--- src/rtl/irq_pkg.sv ---
package irq_pkg;
  localparam int IRQ_N    = 4;
  localparam int IDX_W    = $clog2(IRQ_N);
  localparam int VEC_W    = 5;
  localparam int VEC_STEP = 4;
  localparam int REG_W    = 8;

  function automatic logic [VEC_W-1:0] vec_addr(input logic [IDX_W-1:0] idx);
    return VEC_W'((int'(idx) + 1) * VEC_STEP);
  endfunction
endpackage

--- src/rtl/irq_edge_det.sv ---
module irq_edge_det #(
  parameter int W = 4
) (
  input  logic         clk_i,
  input  logic         rst_ni,
  input  logic [W-1:0] lvl_i,
  output logic [W-1:0] rise_o
);
  logic [W-1:0] lvl_q;

  for (genvar i = 0; i < W; i++) begin : g_bit
    always_ff @(posedge clk_i or negedge rst_ni) begin
      if (!rst_ni) lvl_q[i] <= 1'b0;
      else         lvl_q[i] <= lvl_i[i];
    end
    assign rise_o[i] = lvl_i[i] & ~lvl_q[i];
  end
endmodule

--- src/rtl/irq_prio_arb.sv ---
module irq_prio_arb #(
  parameter int N  = 4,
  parameter int IW = $clog2(N)
) (
  input  logic [N-1:0]  req_i,
  output logic [N-1:0]  gnt_o,
  output logic [IW-1:0] idx_o,
  output logic          any_o
);
  // lowest index wins
  always_comb begin
    gnt_o = '0;
    idx_o = '0;
    for (int i = N - 1; i >= 0; i--) begin
      if (req_i[i]) begin
        gnt_o    = '0;
        gnt_o[i] = 1'b1;
        idx_o    = IW'(i);
      end
    end
  end

  assign any_o = |req_i;
endmodule

--- src/rtl/irq_ctrl_regs.sv ---
module irq_ctrl_regs
  import irq_pkg::*;
(
  input  logic             clk_i,
  input  logic             rst_ni,
  input  logic             wr_i,
  input  logic             sel_i,
  input  logic [REG_W-1:0] wdata_i,
  input  logic [IRQ_N-1:0] set_i,
  input  logic [IRQ_N-1:0] clr_i,
  input  logic             accept_i,
  input  logic             reti_i,
  output logic [IRQ_N-1:0] en_o,
  output logic [IRQ_N-1:0] flag_o,
  output logic             glob_en_o,
  output logic [REG_W-1:0] rdata_o
);
  logic [IRQ_N-1:0] en_q, flag_q, en_n, flag_n, sw_we, sw_en, sw_flag;
  logic             ge_q, ge_n;
  logic             wr0, wr1;
  logic             unused_wbit;

  assign wr0 = wr_i & ~sel_i;
  assign wr1 = wr_i & sel_i;
  assign unused_wbit = wdata_i[7];

  // per-source software write fields
  always_comb begin
    for (int i = 0; i < IRQ_N - 1; i++) begin
      sw_we[i]   = wr0;
      sw_en[i]   = wdata_i[1 + i];
      sw_flag[i] = wdata_i[4 + i];
    end
    sw_we[IRQ_N-1]   = wr1;
    sw_en[IRQ_N-1]   = wdata_i[0];
    sw_flag[IRQ_N-1] = wdata_i[4];
  end

  // hardware set dominates both software clear and service clear
  always_comb begin
    for (int i = 0; i < IRQ_N; i++) begin
      en_n[i]   = sw_we[i] ? sw_en[i] : en_q[i];
      flag_n[i] = ((sw_we[i] ? sw_flag[i] : flag_q[i]) & ~clr_i[i]) | set_i[i];
    end
    ge_n = wr0 ? wdata_i[0] : ge_q;
    if (reti_i)   ge_n = 1'b1;
    if (accept_i) ge_n = 1'b0;
  end

  always_ff @(posedge clk_i or negedge rst_ni) begin
    if (!rst_ni) begin
      en_q   <= '0;
      flag_q <= '0;
      ge_q   <= 1'b0;
    end else begin
      en_q   <= en_n;
      flag_q <= flag_n;
      ge_q   <= ge_n;
    end
  end

  assign en_o      = en_q;
  assign flag_o    = flag_q;
  assign glob_en_o = ge_q;

  always_comb begin
    if (!sel_i) rdata_o = {1'b0, flag_q[2:0], en_q[2:0], ge_q};
    else        rdata_o = {3'b000, flag_q[3], 3'b000, en_q[3]};
  end
endmodule

--- src/rtl/irq_vec_ctrl.sv ---
module irq_vec_ctrl
  import irq_pkg::*;
(
  input  logic             clk_i,
  input  logic             rst_ni,
  input  logic             sample_i,
  input  logic [IRQ_N-1:0] src_i,
  input  logic             stack_full_i,
  input  logic             ret_i,
  input  logic             reti_i,
  input  logic             reg_wr_i,
  input  logic             reg_sel_i,
  input  logic [REG_W-1:0] reg_wdata_i,
  output logic [REG_W-1:0] reg_rdata_o,
  output logic             call_o,
  output logic [VEC_W-1:0] vector_o
);
  logic [IRQ_N-1:0] rise, en, flag, pend, gnt, clr;
  logic [IDX_W-1:0] win_idx;
  logic             any, glob_en, accept, call_q;
  logic [VEC_W-1:0] vec_q;
  logic             unused_ret;

  // plain return does not touch the global enable
  assign unused_ret = ret_i;

  irq_edge_det #(.W(IRQ_N)) u_edge (
    .clk_i  (clk_i),
    .rst_ni (rst_ni),
    .lvl_i  (src_i),
    .rise_o (rise)
  );

  assign pend = flag & en & {IRQ_N{glob_en}};

  irq_prio_arb #(.N(IRQ_N), .IW(IDX_W)) u_arb (
    .req_i (pend),
    .gnt_o (gnt),
    .idx_o (win_idx),
    .any_o (any)
  );

  assign accept = sample_i & ~stack_full_i & ~call_q & any;
  assign clr    = accept ? gnt : '0;

  irq_ctrl_regs u_regs (
    .clk_i     (clk_i),
    .rst_ni    (rst_ni),
    .wr_i      (reg_wr_i),
    .sel_i     (reg_sel_i),
    .wdata_i   (reg_wdata_i),
    .set_i     (rise),
    .clr_i     (clr),
    .accept_i  (accept),
    .reti_i    (reti_i),
    .en_o      (en),
    .flag_o    (flag),
    .glob_en_o (glob_en),
    .rdata_o   (reg_rdata_o)
  );

  always_ff @(posedge clk_i or negedge rst_ni) begin
    if (!rst_ni) begin
      call_q <= 1'b0;
      vec_q  <= '0;
    end else begin
      call_q <= accept;
      if (accept) vec_q <= vec_addr(win_idx);
    end
  end

  assign call_o   = call_q;
  assign vector_o = vec_q;
endmodule

--- config.mk ---
export PLATFORM = sky130hd
export DESIGN_NAME = irq_vec_ctrl
export DESIGN_NICKNAME = d
export VERILOG_FILES = /design/src/rtl/irq_pkg.sv /design/src/rtl/irq_edge_det.sv /design/src/rtl/irq_prio_arb.sv /design/src/rtl/irq_ctrl_regs.sv /design/src/rtl/irq_vec_ctrl.sv
export SDC_FILE = /design/constraint.sdc
export NUM_CORES = 1
export LEC_CHECK = 0
export BUFFER_PORTS_ARGS = -buffer_cell sky130_fd_sc_hd__buf_4
export CAP_MARGIN = 25
export CORE_MARGIN = 2
export CORE_UTILIZATION = 45
export CTS_BUF_LIST = sky130_fd_sc_hd__clkbuf_16
export CTS_CLUSTER_DIAMETER = 30
export CTS_CLUSTER_SIZE = 10
export DETAILED_ROUTE_END_ITERATION = 10
export GPL_TIMING_DRIVEN = 0
export PLACE_DENSITY = 0.82
export SETUP_SLACK_MARGIN = 0.05
export SLEW_MARGIN = 20
export SYNTH_ARGS = -nofsm -noshare
export SYNTH_HDL_FRONTEND = slang
export SYNTH_HIERARCHICAL = 1
export SYNTH_SLANG_ARGS = --single-unit
--- constraint.sdc ---
create_clock -name clk_i -period 2.68 [get_ports clk_i]
set_input_delay 0.134 -clock clk_i [delete_from_list [all_inputs] [get_ports clk_i]]
set_output_delay 0.134 -clock clk_i [all_outputs]
set_load 0.005 [all_outputs]
Word-level counts from Yosys, hierarchy flattened:

Index checks and enable logic that the tools add are counted.

* input bits: 20
* register bits after elaboration: 17
* output and inout bits: 14
* logic and storage cells: 60

* add/subtract/negate cells: 1
* bitwise logic cells: 30
* reduce and logical (&&, ||, !) cells: 2
* multiplexer cells: 17

Operators by type and width (number)
* 4-bit 2-to-1 mux: 5
* 1-bit bitwise AND: 13
* 1-bit NOT: 11
* 4-bit bitwise AND: 2
* 2-bit 2-to-1 mux: 4
* 1-bit 2-to-1 mux: 7
* 7-bit 2-to-1 mux: 1
* 1-bit bitwise OR: 4
* 4-bit OR reduction: 1
* 2-bit by 1-bit adder with 3-bit output (second input constant): 1
* 3-bit nonzero test: 1

Logic depth before layout (Yosys ltp):

* depth in word-level cells: 10
* depth in mapped cells: 7
* gate-level depth less buffers: 6

Hierarchy:

The synthesis kept the hierarchy.

By module, submodules not included
* irq_ctrl_regs: cells an instance 41, area an instance 503.0 um^2, sequential area each 225.2 um^2, times used 1
* irq_vec_ctrl: cells an instance 22, area an instance 254.0 um^2, sequential area each 100.1 um^2, times used 1
* irq_edge_det: cells an instance 8, area an instance 155.1 um^2, sequential area each 100.1 um^2, times used 1
* irq_prio_arb: cells an instance 10, area an instance 58.8 um^2, sequential area each 0.0 um^2, times used 1

Worst setup path before layout:

Ideal clock, no wire load.

* path kind: reg-to-reg
* start point: register u_regs.ge_q (netlist: u_regs/glob_en_o)
* end point: register u_regs.flag_q[0] (netlist: u_regs/flag_o[0])
* clock period less this slack: 2.075 ns
* buffers on the path: 1
* arrival: 2.008 ns
* setup time: 0.067 ns
* data required time: 2.613 ns
* path slack: 0.605 ns
* cell stages (with the launch flop): 8
* path through: dfrtp_1 -> and3_1 -> or4_1 -> and4bb_1 -> buf_6 -> and2_2 -> and4bb_2 -> a311o_1

* elaborated cells on any way between the ends: 10
* those cells by class: mux (4); bitwise (5); reduce/logical (1)

RTL lines
* from (decl): RTL line irq_ctrl_regs.sv:19 `logic ge_q, ge_n;`
* from (signal assigned): RTL line irq_ctrl_regs.sv:58 `ge_q <= ge_n;`
* 4-bit bitwise AND: RTL line irq_vec_ctrl.sv:34 `assign pend = flag & en & {IRQ_N{glob_en}};`
* net pend[0]: RTL line irq_vec_ctrl.sv:18 `logic [IRQ_N-1:0] rise, en, flag, pend, gnt, clr;`
* 4-bit OR reduction: RTL line irq_prio_arb.sv:23 `assign any_o = |req_i;`
* net any: RTL line irq_vec_ctrl.sv:20 `logic any, glob_en, accept, call_q;`
* 1-bit bitwise AND: RTL line irq_vec_ctrl.sv:43 `assign accept = sample_i & ~stack_full_i & ~call_q & any;`
* net accept: RTL line irq_vec_ctrl.sv:20
* 4-bit 2-to-1 mux: RTL line irq_vec_ctrl.sv:44 `assign clr = accept ? gnt : '0;`
* net clr[0]: RTL line irq_vec_ctrl.sv:18
* 1-bit NOT: RTL line irq_ctrl_regs.sv:43 `flag_n[i] = ((sw_we[i] ? sw_flag[i] : flag_q[i]) & ~clr_i[i]) | set_i[i];`
* 1-bit bitwise AND: RTL line irq_ctrl_regs.sv:43
* 1-bit bitwise OR: RTL line irq_ctrl_regs.sv:43
* net u_regs.flag_n[0]: RTL line irq_ctrl_regs.sv:18 `logic [IRQ_N-1:0] en_q, flag_q, en_n, flag_n, sw_we, sw_en, sw_flag;`
* to (signal assigned): RTL line irq_ctrl_regs.sv:57 `flag_q <= flag_n;`
* to (decl): RTL line irq_ctrl_regs.sv:18

The timed path passes the listed nets, and every way through them passes these cells.
A chain may end at the register's enable or synchronous reset.

Worst setup path in the final report:

Ends and elaborated chain as after synthesis.

==> impl_results.md <==
- GPL Wtd Cong: 0.810
- Hpwl dp: about 1.4 mm
- Clock-pin slew of the registers on the worst-case setup and hold paths: ~0.050 ns
- Crit path max fanout: 9
- Initial Util: 0.485
- Ports: 34
- Crit end category: flip-flop
- Syn Area/Cell: 12.0 sq um
- DRT Pass-1 Iters: 4
- Max Freq: 442 MHz
- Critical path arrival: about 2.5 ns
- Cell Pwr Density: around 640 mW/mm^2
- Clock latency on the worst-skew pair: 0.25 ns
- Crit-path cells: and3_1, or4_1, and4bb_1, buf_6, and2_2, and4bb_2, a311o_1
- Via/cell ratio: 4.94
- Clock Tree Buf Depth: 2
- Cells after synthesis: 81
- Max Cap Viol: 0
- Setup-failing EPs final: 0
- # fillers: about 170
- Post-Syn Area: around 1000 sq um
- Leak: roughly 0.65 nW
- Vias in the first global route: 711
- Die Wd: ~50 um
- Post_cts resized: 0
- Type of origin of the critical path: flip-flop
- Clock Skew: around 0.0011 ns
- Critical path's largest stage delay: 0.54 ns
- Min-delay worst type: in2reg
- Post-synth top flop: dfrtp_1
- Multi-input logic area: 463 sq um
- Core ar.: 0.00200 sq mm
- Async SR Flop Fraction: 1.00
- Synth Register Bits: 17
- Wire per inst: ~14 um
- Post-Route WL: about 2.0 mm
- CP delay by family, top: simple AND/OR/NAND/NOR gates
- Area Growth Syn to Fin: 37.8%
- Unique masters post-synth: 26
- I/O Buffers: 28
- Fin. Hold Viols: 0
- CTS root buffer: clkbuf_16
- Nets: 140
- YS warnings: 6
- Status: finished clean
- Initial antenna violation count: 0
- Register area: between 400 and 500 sq um
- Largest net degree at the start of global routing: 18
- Grt total ovfl: 0
- Die Ht: 50.5 um
- Routed vias: a little over 700
- PnR Total Power: 0.860 mW
- CTS tree: built
- Worst VDD drop: 448 uV
- Post-synth EDFFs: 0
- Diodes inserted: 0
- Final TNS setup: 0 ns
- CTS HTree Levels: 1
- Max Slew Vio Count: 0
- Worst endpoint required time: 2.87 ns
- Clock tree sinks: 17
- DR DRC count: 0
- Crit Path Category: reg2reg
- RSZ-0062 raised after global routing: no
- Area of the die: roughly 0.0025 sq mm
- Final ANT Viol Nets: 0
- CP max-delay cell: or4_1
- TritonCTS buffer count: 3
- CTS Hold Bufs: 1
- Global-route wire length before repair: roughly 3.3 mm
- # Post-CTS Setup Buffers: 0
- Min Tclk post-route: around 2.3 ns
- Seq/Total Area, Yosys: 0.438
- Total track usage: 0.173
- Initial DRC Count: 11
- Final period utilization: 0.845
- CP bufs+invs: 1
- Rows: 16
- Layout cells sized above 1: 0.525
-- cell usage after synthesis, types with 2 or more instances --
| library cell | instances | share of area |
|---|---|---|
| mux2_4 | 2 | 0.031 |
| and2b_2 | 5 | 0.045 |
| dfrtp_1 | 17 | 0.44 |
| and3_1 | 4 | 0.026 |
| nor4b_1 | 2 | 0.018 |
| inv_1 | 6 | 0.023 |
| mux2_2 | 6 | 0.070 |
| buf_6 | 3 | 0.035 |
| conb_1 | 2 | 0.0077 |
| nor2b_4 | 4 | 0.057 |
| and2_2 | 4 | 0.031 |
| and4bb_2 | 3 | 0.039 |
| a311o_1 | 4 | 0.041 |
| nor2_1 | 3 | 0.012 |
| buf_4 | 4 | 0.031 |
| nand2b_1 | 2 | 0.013 |
-- area by class of cell --
class	instances	share of cell area
buffer	7	0.0477
timing repair buffer	32	0.187
clock inverter	1	0.00281
clock buffer	3	0.0561
multi-input combinational	52	0.346
tap	27	0.0253
inverter	6	0.0168
sequential	17	0.318
-- metrics by stage --
| stage | utilization | instances | area (sq um) | hold slack [ns] | setup slack (ns) |
|---|---|---|---|---|---|
| 3_3_place_gp | 0.609 | 137 | 1220 | 0.00989 | 0.469 |
| 6_report | 0.668 | 145 | 1340 | 0.00496 | 0.415 |
| 4_1_cts | 0.653 | 142 | 1310 | 0.000191 | 0.414 |
| 5_1_grt | 0.668 | 145 | 1340 | 0.00262 | 0.312 |
| 2_1_floorplan | - | 82 | 975 | -0.162 | 0.605 |
| 3_5_place_dp | 0.609 | 137 | 1220 | 0.0113 | 0.447 |
-- where the power goes --
group / total (mW) / switching (mW) / internal [mW]
combinational: 0.233 / 0.0858 / 0.148
sequential: 0.332 / 0.0311 / 0.301
clock: 0.294 / 0.0962 / 0.198
total: 0.860 / 0.213 / 0.647
-- final timing paths --
check                                      start               end  slack (ns)  cells after the start
worst max register to register  u_regs/glob_en_o  u_regs/flag_o[0]        0.42                      7
min in group asynchronous                 rst_ni            call_o        0.30                      2
worst max-delay path            u_regs/glob_en_o  u_regs/flag_o[0]        0.42                      7
worst min-delay path                    src_i[2]   u_edge/lvl_q[2]       0.005                      1
max in group asynchronous                 rst_ni  u_regs/flag_o[1]        2.20                      2
worst min register to register       vector_o[4]       vector_o[4]        0.52                      1
-- cell usage in the layout, fill, tap and decap left out --
cell           count
a211oi_1           1
a21oi_1            1
a311o_1            4
and2_2             4
and2b_2            5
and3_1             4
and4b_1            1
and4bb_1           1
and4bb_2           3
buf_4             32
buf_6              3
clkbuf_16          3
conb_1             3
dfrtp_1           17
dlygate4sd3_1      4
ha_1               1
inv_1              7
mux2_2             6
mux2_4             2
mux2i_1            1
nand2_1            1
nand2b_1           2
nor2_1             3
nor2b_4            4
nor3_1             1
nor3b_1            1
nor4b_1            2
or4_1              1
-- registers in the layout, summed over array words and instances (netlist names) --
name,cells
u_edge/lvl_q,4
u_regs/en_o,4
u_regs/flag_o,4
vector_o,3
u_regs/glob_en_o,1
call_o,1
-- routing by layer --
layer	vias to the layer above	track usage	wire length [um]
li1	351	-	-
met1	333	0.223	851
met2	28	0.279	987
met3	5	0.0417	118
met4	0	0.0676	34
met5	-	0	0
-- kinds of logic after synthesis --
logic type                 synth area share
other                               0.00773
buffers and inverters                0.0889
and+or+nand+nor                       0.287
AOI/OAI and AO/OA                    0.0541
muxes                                 0.111
DFF                                   0.438
adders and majority gates            0.0129
Note: power is estimated with default switching activity, not from simulation.
